File: config.mk
export PLATFORM = sky130hd
export DESIGN_NAME = pci_init_seq
export DESIGN_NICKNAME = d
export VERILOG_FILES = /design/src/rtl/pci_seq_pkg.sv /design/src/rtl/pci_seq_dp.sv /design/src/rtl/pci_seq_ctrl.sv /design/src/rtl/pci_init_seq.sv
export SDC_FILE = /design/constraint.sdc
export NUM_CORES = 1
export LEC_CHECK = 0
export ABC_AREA = 1
export CAP_MARGIN = 10
export CORE_UTILIZATION = 50
export CTS_CLUSTER_SIZE = 8
export DETAILED_ROUTE_END_ITERATION = 8
export PLACE_DENSITY = 0.82
export SETUP_SLACK_MARGIN = 0.1
export SYNTH_ARGS = -nofsm -noshare
export SYNTH_HDL_FRONTEND = slang
export SYNTH_SLANG_ARGS = --single-unit
export TNS_END_PERCENT = 100
File: constraint.sdc
create_clock -name clk -period 2.7 [get_ports clk]
set_input_delay 0.27 -clock clk [delete_from_list [all_inputs] [get_ports clk]]
set_output_delay 0.27 -clock clk [all_outputs]
set_load 0.02 [all_outputs]
File: src/rtl/pci_seq_pkg.sv
package pci_seq_pkg;

  typedef enum logic [2:0] {
    ST_IDLE,
    ST_WAIT,
    ST_ADDR,
    ST_DATA,
    ST_TURN
  } seqState_t;

  typedef enum logic [1:0] {
    RSP_OK     = 2'd0,
    RSP_RETRY  = 2'd1,
    RSP_MABORT = 2'd2
  } rspCode_t;

  // strobes from control to datapath, acting at the coming edge
  typedef struct packed {
    logic latchReq;
    logic drvAddr;
    logic drvData;
    logic drvPark;
    logic capture;
  } dpCtl_t;

endpackage

File: src/rtl/pci_seq_dp.sv
module pci_seq_dp
  import pci_seq_pkg::*;
#(
  parameter int BUS_W = 32,
  parameter int CBE_W = BUS_W / 8
) (
  input  logic             clk,
  input  logic             rstN,
  input  dpCtl_t           dpCtl_i,
  input  logic [BUS_W-1:0] reqAddr_i,
  input  logic [CBE_W-1:0] reqCmd_i,
  input  logic             reqWrite_i,
  input  logic [BUS_W-1:0] reqWdata_i,
  input  logic [BUS_W-1:0] adIn_i,
  output logic [BUS_W-1:0] adOut_o,
  output logic             adOe_o,
  output logic [CBE_W-1:0] cbeOut_o,
  output logic             cbeOe_o,
  output logic             par_o,
  output logic             parOe_o,
  output logic [BUS_W-1:0] rspRdata_o
);

  logic [BUS_W-1:0] addrQ;
  logic [BUS_W-1:0] wdataQ;
  logic [CBE_W-1:0] cmdQ;
  logic             writeQ;

  always_ff @(posedge clk or negedge rstN) begin
    if (!rstN) begin
      addrQ  <= '0;
      wdataQ <= '0;
      cmdQ   <= '0;
      writeQ <= 1'b0;
    end else if (dpCtl_i.latchReq) begin
      addrQ  <= reqAddr_i;
      wdataQ <= reqWdata_i;
      cmdQ   <= reqCmd_i;
      writeQ <= reqWrite_i;
    end
  end

  // AD / C/BE# drive selection
  always_ff @(posedge clk or negedge rstN) begin
    if (!rstN) begin
      adOut_o  <= '0;
      adOe_o   <= 1'b0;
      cbeOut_o <= '0;
      cbeOe_o  <= 1'b0;
    end else if (dpCtl_i.drvAddr) begin
      adOut_o  <= addrQ;
      adOe_o   <= 1'b1;
      cbeOut_o <= cmdQ;
      cbeOe_o  <= 1'b1;
    end else if (dpCtl_i.drvData) begin
      adOut_o  <= writeQ ? wdataQ : '0;
      adOe_o   <= writeQ;
      cbeOut_o <= '0;
      cbeOe_o  <= 1'b1;
    end else if (dpCtl_i.drvPark) begin
      adOut_o  <= '0;
      adOe_o   <= 1'b1;
      cbeOut_o <= '0;
      cbeOe_o  <= 1'b1;
    end else begin
      adOe_o   <= 1'b0;
      cbeOe_o  <= 1'b0;
    end
  end

  // parity trails the lines it covers by one clock
  always_ff @(posedge clk or negedge rstN) begin
    if (!rstN) begin
      par_o   <= 1'b0;
      parOe_o <= 1'b0;
    end else begin
      par_o   <= ^{adOut_o, cbeOut_o};
      parOe_o <= adOe_o;
    end
  end

  always_ff @(posedge clk or negedge rstN) begin
    if (!rstN) begin
      rspRdata_o <= '0;
    end else if (dpCtl_i.capture && !writeQ) begin
      rspRdata_o <= adIn_i;
    end
  end

  AST_PAR_ENABLE_LAG: assert property (@(posedge clk) disable iff (!rstN)
    parOe_o |-> $past(adOe_o));
  AST_PAR_EVEN: assert property (@(posedge clk) disable iff (!rstN)
    parOe_o |-> (par_o == ^{$past(adOut_o), $past(cbeOut_o)}));
  AST_ONE_DRIVER_SOURCE: assert property (@(posedge clk) disable iff (!rstN)
    $countones({dpCtl_i.drvAddr, dpCtl_i.drvData, dpCtl_i.drvPark}) <= 1);

endmodule

File: src/rtl/pci_seq_ctrl.sv
module pci_seq_ctrl
  import pci_seq_pkg::*;
#(
  parameter int DEVSEL_LIMIT = 5,
  parameter int REQ_GAP      = 2
) (
  input  logic       clk,
  input  logic       rstN,
  input  logic       reqValid_i,
  output logic       reqReady_o,
  input  logic       gntN_i,
  input  logic       frameN_i,
  input  logic       irdyN_i,
  input  logic       devselN_i,
  input  logic       trdyN_i,
  input  logic       stopN_i,
  output logic       reqN_o,
  output logic       reqOe_o,
  output logic       frameN_o,
  output logic       frameOe_o,
  output logic       irdyN_o,
  output logic       irdyOe_o,
  output logic       rspValid_o,
  output logic [1:0] rspStatus_o,
  output dpCtl_t     dpCtl_o
);

  localparam int WAIT_W = $clog2(DEVSEL_LIMIT + 1);
  localparam int GAP_W  = $clog2(REQ_GAP + 1);

  seqState_t          state, stateNext;
  logic [WAIT_W-1:0]  waitCnt;
  logic               devselSeen;
  logic [GAP_W-1:0]   gapCnt;

  logic busIdle, gntSeen, gapOk, startNow, devselNow;
  logic abortNow, stopNow, doneNow, endNow;

  assign busIdle   = frameN_i && irdyN_i;
  assign gntSeen   = !gntN_i;
  assign gapOk     = (int'(gapCnt) + 1) >= REQ_GAP;
  assign startNow  = (state == ST_WAIT) && !reqN_o && gntSeen && busIdle;
  assign devselNow = devselSeen || !devselN_i;
  assign abortNow  = (state == ST_DATA) && !devselNow
                     && (waitCnt == WAIT_W'(DEVSEL_LIMIT - 1));
  assign stopNow   = (state == ST_DATA) && !stopN_i && !abortNow;
  assign doneNow   = (state == ST_DATA) && !trdyN_i && !devselN_i
                     && stopN_i && !abortNow;
  assign endNow    = abortNow || stopNow || doneNow;

  assign reqReady_o = (state == ST_IDLE);

  always_comb begin
    stateNext = state;
    dpCtl_o   = '0;
    unique case (state)
      ST_IDLE: begin
        if (reqValid_i) begin
          stateNext        = ST_WAIT;
          dpCtl_o.latchReq = 1'b1;
        end
        if (gntSeen && busIdle) dpCtl_o.drvPark = 1'b1;
      end
      ST_WAIT: begin
        if (startNow) begin
          stateNext       = ST_ADDR;
          dpCtl_o.drvAddr = 1'b1;
        end else if (gntSeen && busIdle) begin
          dpCtl_o.drvPark = 1'b1;
        end
      end
      ST_ADDR: begin
        stateNext       = ST_DATA;
        dpCtl_o.drvData = 1'b1;
      end
      ST_DATA: begin
        if (endNow) begin
          stateNext       = ST_TURN;
          dpCtl_o.capture = doneNow;
        end else begin
          dpCtl_o.drvData = 1'b1;
        end
      end
      ST_TURN: stateNext = ST_IDLE;
      default: stateNext = ST_IDLE;
    endcase
  end

  always_ff @(posedge clk or negedge rstN) begin
    if (!rstN) begin
      state       <= ST_IDLE;
      reqN_o      <= 1'b1;
      reqOe_o     <= 1'b0;
      frameN_o    <= 1'b1;
      frameOe_o   <= 1'b0;
      irdyN_o     <= 1'b1;
      irdyOe_o    <= 1'b0;
      rspValid_o  <= 1'b0;
      rspStatus_o <= RSP_OK;
      waitCnt     <= '0;
      devselSeen  <= 1'b0;
      gapCnt      <= GAP_W'(REQ_GAP);
    end else begin
      state     <= stateNext;
      reqOe_o   <= 1'b1;
      reqN_o    <= !((state == ST_WAIT) && !startNow && (!reqN_o || gapOk));
      if (reqN_o) begin
        if (int'(gapCnt) < REQ_GAP) gapCnt <= gapCnt + 1'b1;
      end else begin
        gapCnt <= '0;
      end
      frameN_o  <= (stateNext != ST_ADDR);
      frameOe_o <= (stateNext == ST_ADDR) || (state == ST_ADDR);
      irdyN_o   <= (stateNext != ST_DATA);
      irdyOe_o  <= (stateNext == ST_DATA) || (stateNext == ST_TURN);
      if (state == ST_ADDR) begin
        waitCnt    <= WAIT_W'(1);
        devselSeen <= !devselN_i;
      end else if (state == ST_DATA) begin
        if (int'(waitCnt) < DEVSEL_LIMIT) waitCnt <= waitCnt + 1'b1;
        devselSeen <= devselNow;
      end else begin
        waitCnt    <= '0;
        devselSeen <= 1'b0;
      end
      rspValid_o <= endNow;
      if (endNow) begin
        rspStatus_o <= abortNow ? RSP_MABORT : (stopNow ? RSP_RETRY : RSP_OK);
      end
    end
  end

  AST_MABORT_NO_DEVSEL: assert property (@(posedge clk) disable iff (!rstN)
    (rspValid_o && rspStatus_o == RSP_MABORT) |-> $past(devselN_i));
  AST_STOP_IS_RETRY: assert property (@(posedge clk) disable iff (!rstN)
    (state == ST_DATA && !stopN_i && devselNow) |=> (rspValid_o && rspStatus_o == RSP_RETRY));
  AST_IRDY_HOLD: assert property (@(posedge clk) disable iff (!rstN)
    (irdyOe_o && !irdyN_o && trdyN_i && stopN_i && !abortNow) |=> (irdyOe_o && !irdyN_o));
  AST_FRAME_HIGH_BEFORE_RELEASE: assert property (@(posedge clk) disable iff (!rstN)
    $fell(frameOe_o) |-> $past(frameN_o));
  AST_IRDY_HIGH_BEFORE_RELEASE: assert property (@(posedge clk) disable iff (!rstN)
    $fell(irdyOe_o) |-> $past(irdyN_o));
  AST_REQ_GAP: assert property (@(posedge clk) disable iff (!rstN)
    $fell(reqN_o) |-> $past(reqN_o, 2));
  AST_START_ON_IDLE_GRANT: assert property (@(posedge clk) disable iff (!rstN)
    $fell(frameN_o) |-> $past(!gntN_i && frameN_i && irdyN_i && !reqN_o));
  AST_RSP_PULSE: assert property (@(posedge clk) disable iff (!rstN)
    rspValid_o |=> !rspValid_o);

endmodule

File: src/rtl/pci_init_seq.sv
module pci_init_seq
  import pci_seq_pkg::*;
#(
  parameter int BUS_W        = 32,
  parameter int CBE_W        = BUS_W / 8,
  parameter int DEVSEL_LIMIT = 5,
  parameter int REQ_GAP      = 2
) (
  input  logic             clk,
  input  logic             rstN,
  input  logic             reqValid_i,
  output logic             reqReady_o,
  input  logic [BUS_W-1:0] reqAddr_i,
  input  logic [CBE_W-1:0] reqCmd_i,
  input  logic             reqWrite_i,
  input  logic [BUS_W-1:0] reqWdata_i,
  output logic             rspValid_o,
  output logic [1:0]       rspStatus_o,
  output logic [BUS_W-1:0] rspRdata_o,
  output logic             reqN_o,
  output logic             reqOe_o,
  input  logic             gntN_i,
  output logic             frameN_o,
  output logic             frameOe_o,
  input  logic             frameN_i,
  output logic             irdyN_o,
  output logic             irdyOe_o,
  input  logic             irdyN_i,
  input  logic             devselN_i,
  input  logic             trdyN_i,
  input  logic             stopN_i,
  output logic [BUS_W-1:0] adOut_o,
  output logic             adOe_o,
  input  logic [BUS_W-1:0] adIn_i,
  output logic [CBE_W-1:0] cbeOut_o,
  output logic             cbeOe_o,
  output logic             par_o,
  output logic             parOe_o
);

  dpCtl_t dpCtl;

  pci_seq_ctrl #(
    .DEVSEL_LIMIT (DEVSEL_LIMIT),
    .REQ_GAP      (REQ_GAP)
  ) ctrl_i (
    .clk         (clk),
    .rstN        (rstN),
    .reqValid_i  (reqValid_i),
    .reqReady_o  (reqReady_o),
    .gntN_i      (gntN_i),
    .frameN_i    (frameN_i),
    .irdyN_i     (irdyN_i),
    .devselN_i   (devselN_i),
    .trdyN_i     (trdyN_i),
    .stopN_i     (stopN_i),
    .reqN_o      (reqN_o),
    .reqOe_o     (reqOe_o),
    .frameN_o    (frameN_o),
    .frameOe_o   (frameOe_o),
    .irdyN_o     (irdyN_o),
    .irdyOe_o    (irdyOe_o),
    .rspValid_o  (rspValid_o),
    .rspStatus_o (rspStatus_o),
    .dpCtl_o     (dpCtl)
  );

  pci_seq_dp #(
    .BUS_W (BUS_W),
    .CBE_W (CBE_W)
  ) dp_i (
    .clk        (clk),
    .rstN       (rstN),
    .dpCtl_i    (dpCtl),
    .reqAddr_i  (reqAddr_i),
    .reqCmd_i   (reqCmd_i),
    .reqWrite_i (reqWrite_i),
    .reqWdata_i (reqWdata_i),
    .adIn_i     (adIn_i),
    .adOut_o    (adOut_o),
    .adOe_o     (adOe_o),
    .cbeOut_o   (cbeOut_o),
    .cbeOe_o    (cbeOe_o),
    .par_o      (par_o),
    .parOe_o    (parOe_o),
    .rspRdata_o (rspRdata_o)
  );

  AST_RESET_RELEASES_BUS: assert property (@(posedge clk)
    !rstN |-> !(reqOe_o || frameOe_o || irdyOe_o || adOe_o || cbeOe_o || parOe_o));

endmodule

After elaboration in Yosys (flattened, before gate mapping):

Cells that the tools add are included.

* add/sub/neg operators: 3
* multipliers: 0
* divide/modulo/power cells: 0
* $lt $le $gt $ge: 3
* equality and inequality tests: 11
* shifts and indexed selects: 0
* muxes and demuxes: 36
* bitwise logic cells: 0
* reduce and logical (&&, ||, !) cells: 35

Operator list (number)
* 2-to-1 mux 32 bit: 4
* parity 36 bit: 1
* greater-or-equal comparator 32 x 3 -> 1 bit, second input constant: 1
* 2-to-1 mux 3 bit: 6
* 2-to-1 mux 1 bit: 17
* logical AND 1 bit: 16
* == test 3 x 2 -> 1 bit, second input constant: 4
* 2-to-1 mux 4 bit: 3
* case mux 3 bit (4 select lines): 1
* zero test 1 bit: 10
* == test 3 bit, second input constant: 2
* logical OR 1 bit: 6
* 2-to-1 mux 2 bit: 3
* inequality test 3 x 2 -> 1 bit, second input constant: 2
* case mux 1 bit (2 select lines): 2
* adder 2 x 1 -> 3 bit, second input constant: 1
* adder 3 x 1 -> 3 bit, second input constant: 1
* == test 3 x 1 -> 1 bit, second input constant: 1
* zero test 3 bit: 1
* < comparator 3 bit, second input constant: 1
* inequality test 3 bit, second input constant: 1
* nonzero test 3 bit: 1
* adder 2 x 1 -> 2 bit, second input constant: 1
* < comparator 2 bit, second input constant: 1
* inequality test 2 bit, second input constant: 1

* bits in registers: 159
* bits in latches: 0
* bits in writable memories: 0
* memory bits (read-only): 0
* input port bits: 110
* output and inout port bits: 82
* word-level logic and storage cells: 111
* memories: 0

Depth between registers and ports, before layout:

* depth in word-level cells: 13
* depth in mapped cells: 13
* mapped depth without buffers: 13

Modules after synthesis:

A second synthesis with hierarchy kept.

* cells, all modules: 677
* area, all modules: 6961.7 sq um

Modules (own cells, without submodules)
* pci_seq_dp: times used 1, cells each 588, area an instance 6150.9 sq um, seq. area each 3528.4 sq um
* pci_seq_ctrl: times used 1, cells each 89, area an instance 810.8 sq um, seq. area each 455.4 sq um

Least setup slack after synthesis:

Ideal clock, no wire load.

* path kind: register to register
* start: register ctrl_i.state[2]
* end: register dp_i.addrQ[0]
* setup time: 0.125 ns
* arrival: 1.722 ns
* required time: 2.575 ns
* setup slack: 0.854 ns
* cell stages (with the launch flop): 5
* buffers on the path: 1
* clock period less this slack: 1.846 ns
* cell sequence: dfrtp_1 > nor3_1 > nand2_2 > clkbuf_8 > mux2_2

* cells in the longest elaborated chain, start to end: 2

Ends and longest elaborated chain
* start: declaration: RTL line pci_seq_ctrl.sv:31 `seqState_t state, stateNext;`
* start signal: assignment: RTL line pci_seq_ctrl.sv:104 `state <= stateNext;`
* zero test 3 bit
* net reqReady_o: RTL line pci_init_seq.sv:12 `output logic reqReady_o,`
* 2-to-1 mux 1 bit: RTL line pci_seq_ctrl.sv:56 `unique case (state)`
* end signal: assignment: RTL line pci_seq_dp.sv:36 `addrQ <= reqAddr_i;`
* end: declaration: RTL line pci_seq_dp.sv:24 `logic [BUS_W-1:0] addrQ;`

The timed path passes the listed nets, and every way through them passes these cells.
A chain may end at the register's enable or synchronous reset.

Worst setup path after layout:

* start: register ctrl_i.state[0]
* end: output port reqReady_o

* cells in the longest elaborated chain, start to end: 1

Ends and longest elaborated chain
* zero test 3 bit: RTL line pci_seq_ctrl.sv:51 `assign reqReady_o = (state == ST_IDLE);`
* end: declaration: RTL line pci_init_seq.sv:12

Every way passes these cells.

==> results.yml <==
synth:
  synth_nets: 798
  yosys-top-cells-area: "dfrtp_1 (53%), mux2_2 (16%), nand2_1 (12%)"
  synth_enable_flop_cells: 0
  async_flop_share_pct: 100
  seq_area_frac_synth_pct: 54.9
  yosys_warnings: 0
  netlist_instances: 685
  yosys.area.top_type: "dfrtp_1"
  yosysTopAreaCellShare_pct: 53.4
  synth.cell_area_um2: 7260
  yosys_register_bits: 159
  ys_types: 28
  syn_avg_cell_area_um2: 10.6
  synth_ff_type: "dfrtp_1"
timing:
  setup_viol: 0
  slew_headroom_pct: 66.0
  rsz0062_at_grt: "no"
  clock.fmax_mhz: 464
  finalClockSkew_ns: 0.00739
  setup_tns_ns: 0
  drv_slew: 0
  min_period_over_period_pct: 79.9
  worstMarginPinSlew_ns: 0.510
  min_period_ns: 2.16
  final-hold-violation-count: 0
critical_path:
  critPathRequiredTime_ns: 2.43
  start_kind: "flip-flop"
  cpPeakStageDelay_ns: 0.69
  r2r_start: "ctrl_i.waitCnt[0]"
  crit_start: "ctrl_i.state[0]"
  crit_family: "buffers and inverters"
  crit_buf_inv: 1
  arrival_ns: 1.89
  path_class: "flip-flop to output pin"
  end_kind: "output pin"
  worstPathMaxFanout: 4
  cpMaxStageDelayCell: "clkdlybuf4s50_1"
  cp_cell_sequence: "nor3_1 -> clkdlybuf4s50_1"
clock_tree:
  cts_tree: "yes"
  cts_sinks: 159
  cts_max_level: 4
  clk_pin_slew_ns: 0.06
  numCtsBuffers: 17
  root_buffer: "clkbuf_16"
  cts_setup_buffers: 0
  clkLatencyLatePin_ns: 0.42
  clockBufferDepth: 2
  cts.repair.resized: 0
pwr:
  p_per_area_nw_per_um2: 1090
  vdd_drop_max_uv: 627
  p_total_mw: 10.8
  leakage_nw: 4.62
placed_design:
  dp_hpwl_um: 12000
  place.gp.congestion: 0.796
  numPortBuffers: 191
  placed_cells: 1045
drt:
  drcViolationCount: 0
  num_vias: 5502
  first_pass_iters: 5
  drtIter0Drc: 303
  viasPerCell: 5.10
  routedWlPerCell_um: 15.4
  postRouteAntennaNets: 0
  drt_wl_total_um: 16600
global_route:
  grt_antenna_before_repair: 0
  grt_pass1_wl_um: 27200
  grt_pass1_vias: 5594
  grt_max_degree: 70
  grt_overflow: 0
  grtUsageTotal_pct: 23.9
finish:
  nNetsFinal: 998
  nFillCells: 1029
  fin_util_pct: 70.6
  instances_no_fill: 1078
  num_antenna_cells: 0
  syn2layout_area_growth_pct: 36.5
  drive_above_1_share_pct: 21.2
floorplanning:
  die_w_um: 122
  start_util_pct: 51.7
  die_area_um2: 15000
  core-area_um2: 14000
  rows: 43
  ios: 192
  die_h_um: 122
hold_path:
  hp-class: "primary input to asynchronous set/reset pin"
status:
  status: "complete, no violations"
run:
  cap_violations: 0
per-stage QoR:
| stage | setup WS [ns] | hold slack (ns) | instance area [um^2] |
|---|---|---|---|
| global placement | 0.556 | 0.125 | 9330 |
| detailed placement | 0.512 | 0.124 | 9330 |
| finish | 0.544 | 0.274 | 9910 |
| CTS | 0.522 | 0.247 | 9910 |
| floorplan | 0.854 | -0.0256 | 7260 |
| global route | 0.437 | 0.274 | 9910 |
cell usage in the layout, fill, tap and decap left out, types with 3 or more instances in the layout:
cell type / n
a21oi_1: 3
buf_12: 3
buf_4: 9
clkbuf_16: 17
clkbuf_8: 5
clkdlybuf4s50_1: 190
clkinv_4: 3
dfrtp_1: 155
dfstp_2: 4
ha_1: 3
inv_1: 49
inv_6: 3
mux2_2: 100
nand2_1: 233
nand2_2: 3
nand3_1: 45
nor2_1: 10
nor2_4: 3
o211ai_2: 27
o21ai_0: 8
o21ai_2: 3
synth_stat cells (4+ instances only):
cell and count:
o21ai_0 8, buf_6 8, clkbuf_1 6, nand3_1 45, mux2_2 100, clkbuf_8 5, o211ai_2 27, nor2_1 10
dfrtp_1 155, dfstp_2 4, nand2_2 4, inv_1 49, nand2_1 233, buf_2 4
where the power goes:
group | internal (mW) | switching [mW] | leakage [nW]
clock network | 1.31 | 0.958 | 0.280
registers | 3.40 | 0.607 | 1.99
logic | 2.18 | 2.38 | 2.35
registers in the layout (all words and copies together), names as in the netlist, 2 cells and up:
signal,count
ctrl_i.rspStatus_o,2
dp_i.rspRdata_o,32
ctrl_i.gapCnt,2
ctrl_i.waitCnt,3
ctrl_i.state,3
dp_i.cbeOut_o,4
dp_i.addrQ,32
dp_i.cmdQ,4
dp_i.adOut_o,32
dp_i.wdataQ,32
worst register-to-register path, delay by kind of cell (launching register included):
| kind | cells | cell delay [ns] |
|---|---|---|
| DFF | 1 | 0.39 |
| buffers and inverters | 3 | 0.44 |
| AOI/OAI and AO/OA | 1 | 0.09 |
| adders and majority gates | 1 | 0.20 |
| and+or+nand+nor | 6 | 0.70 |
logic make-up after synthesis:
logic type      synth area share (%)
xor+xnor                       0.483
mux                             15.7
other cells                   0.0517
compound gates                  5.90
flops                           54.9
buf+inv                         5.50
fa+ha+maj                      0.517
simple gates                    17.0
metal layers:
| layer | routed length, um | up-vias | global-route usage, % |
|---|---|---|---|
| met5 | 0 | - | 0 |
| met4 | 297 | 0 | 9.15 |
| met3 | 916 | 24 | 6.51 |
| met2 | 8230 | 152 | 39.7 |
| met1 | 7200 | 2681 | 29.7 |
| li1 | - | 2645 | - |
layout make-up:
| type | instances | area [um^2] | share of cell area [%] |
|---|---|---|---|
| clock buffers | 22 | 494 | 4.99 |
| clock inverters | 10 | 77.6 | 0.783 |
| inverters | 52 | 198 | 2.00 |
| multi-input cells | 451 | 2880 | 29.1 |
| flip-flops and latches | 159 | 3980 | 40.2 |
| well taps | 180 | 225 | 2.27 |
| repair buffers | 204 | 2050 | 20.7 |
final timing paths:
kind,endpoint,slack [ns],depth (start not counted)
worst max-delay path,reqReady_o,0.54,2
worst min-delay path,dp_i.wdataQ[25],0.27,2
worst max register to register,dp_i.adOut_o[26],0.74,11
worst min register to register,dp_i.parOe_o,0.39,0
max in group asynchronous,ctrl_i.frameN_o,1.70,3
min in group clk,dp_i.parOe_o,0.39,0
repair_timing:
| action | in CTS | in global routing |
|---|---|---|
| endpoints found under the setup margin | 0 | 0 |
| endpoints found under the hold margin | 18 | 0 |
| hold buffers | 1 | 0 |
No activity file was read; power rests on OpenSTA's default activity.
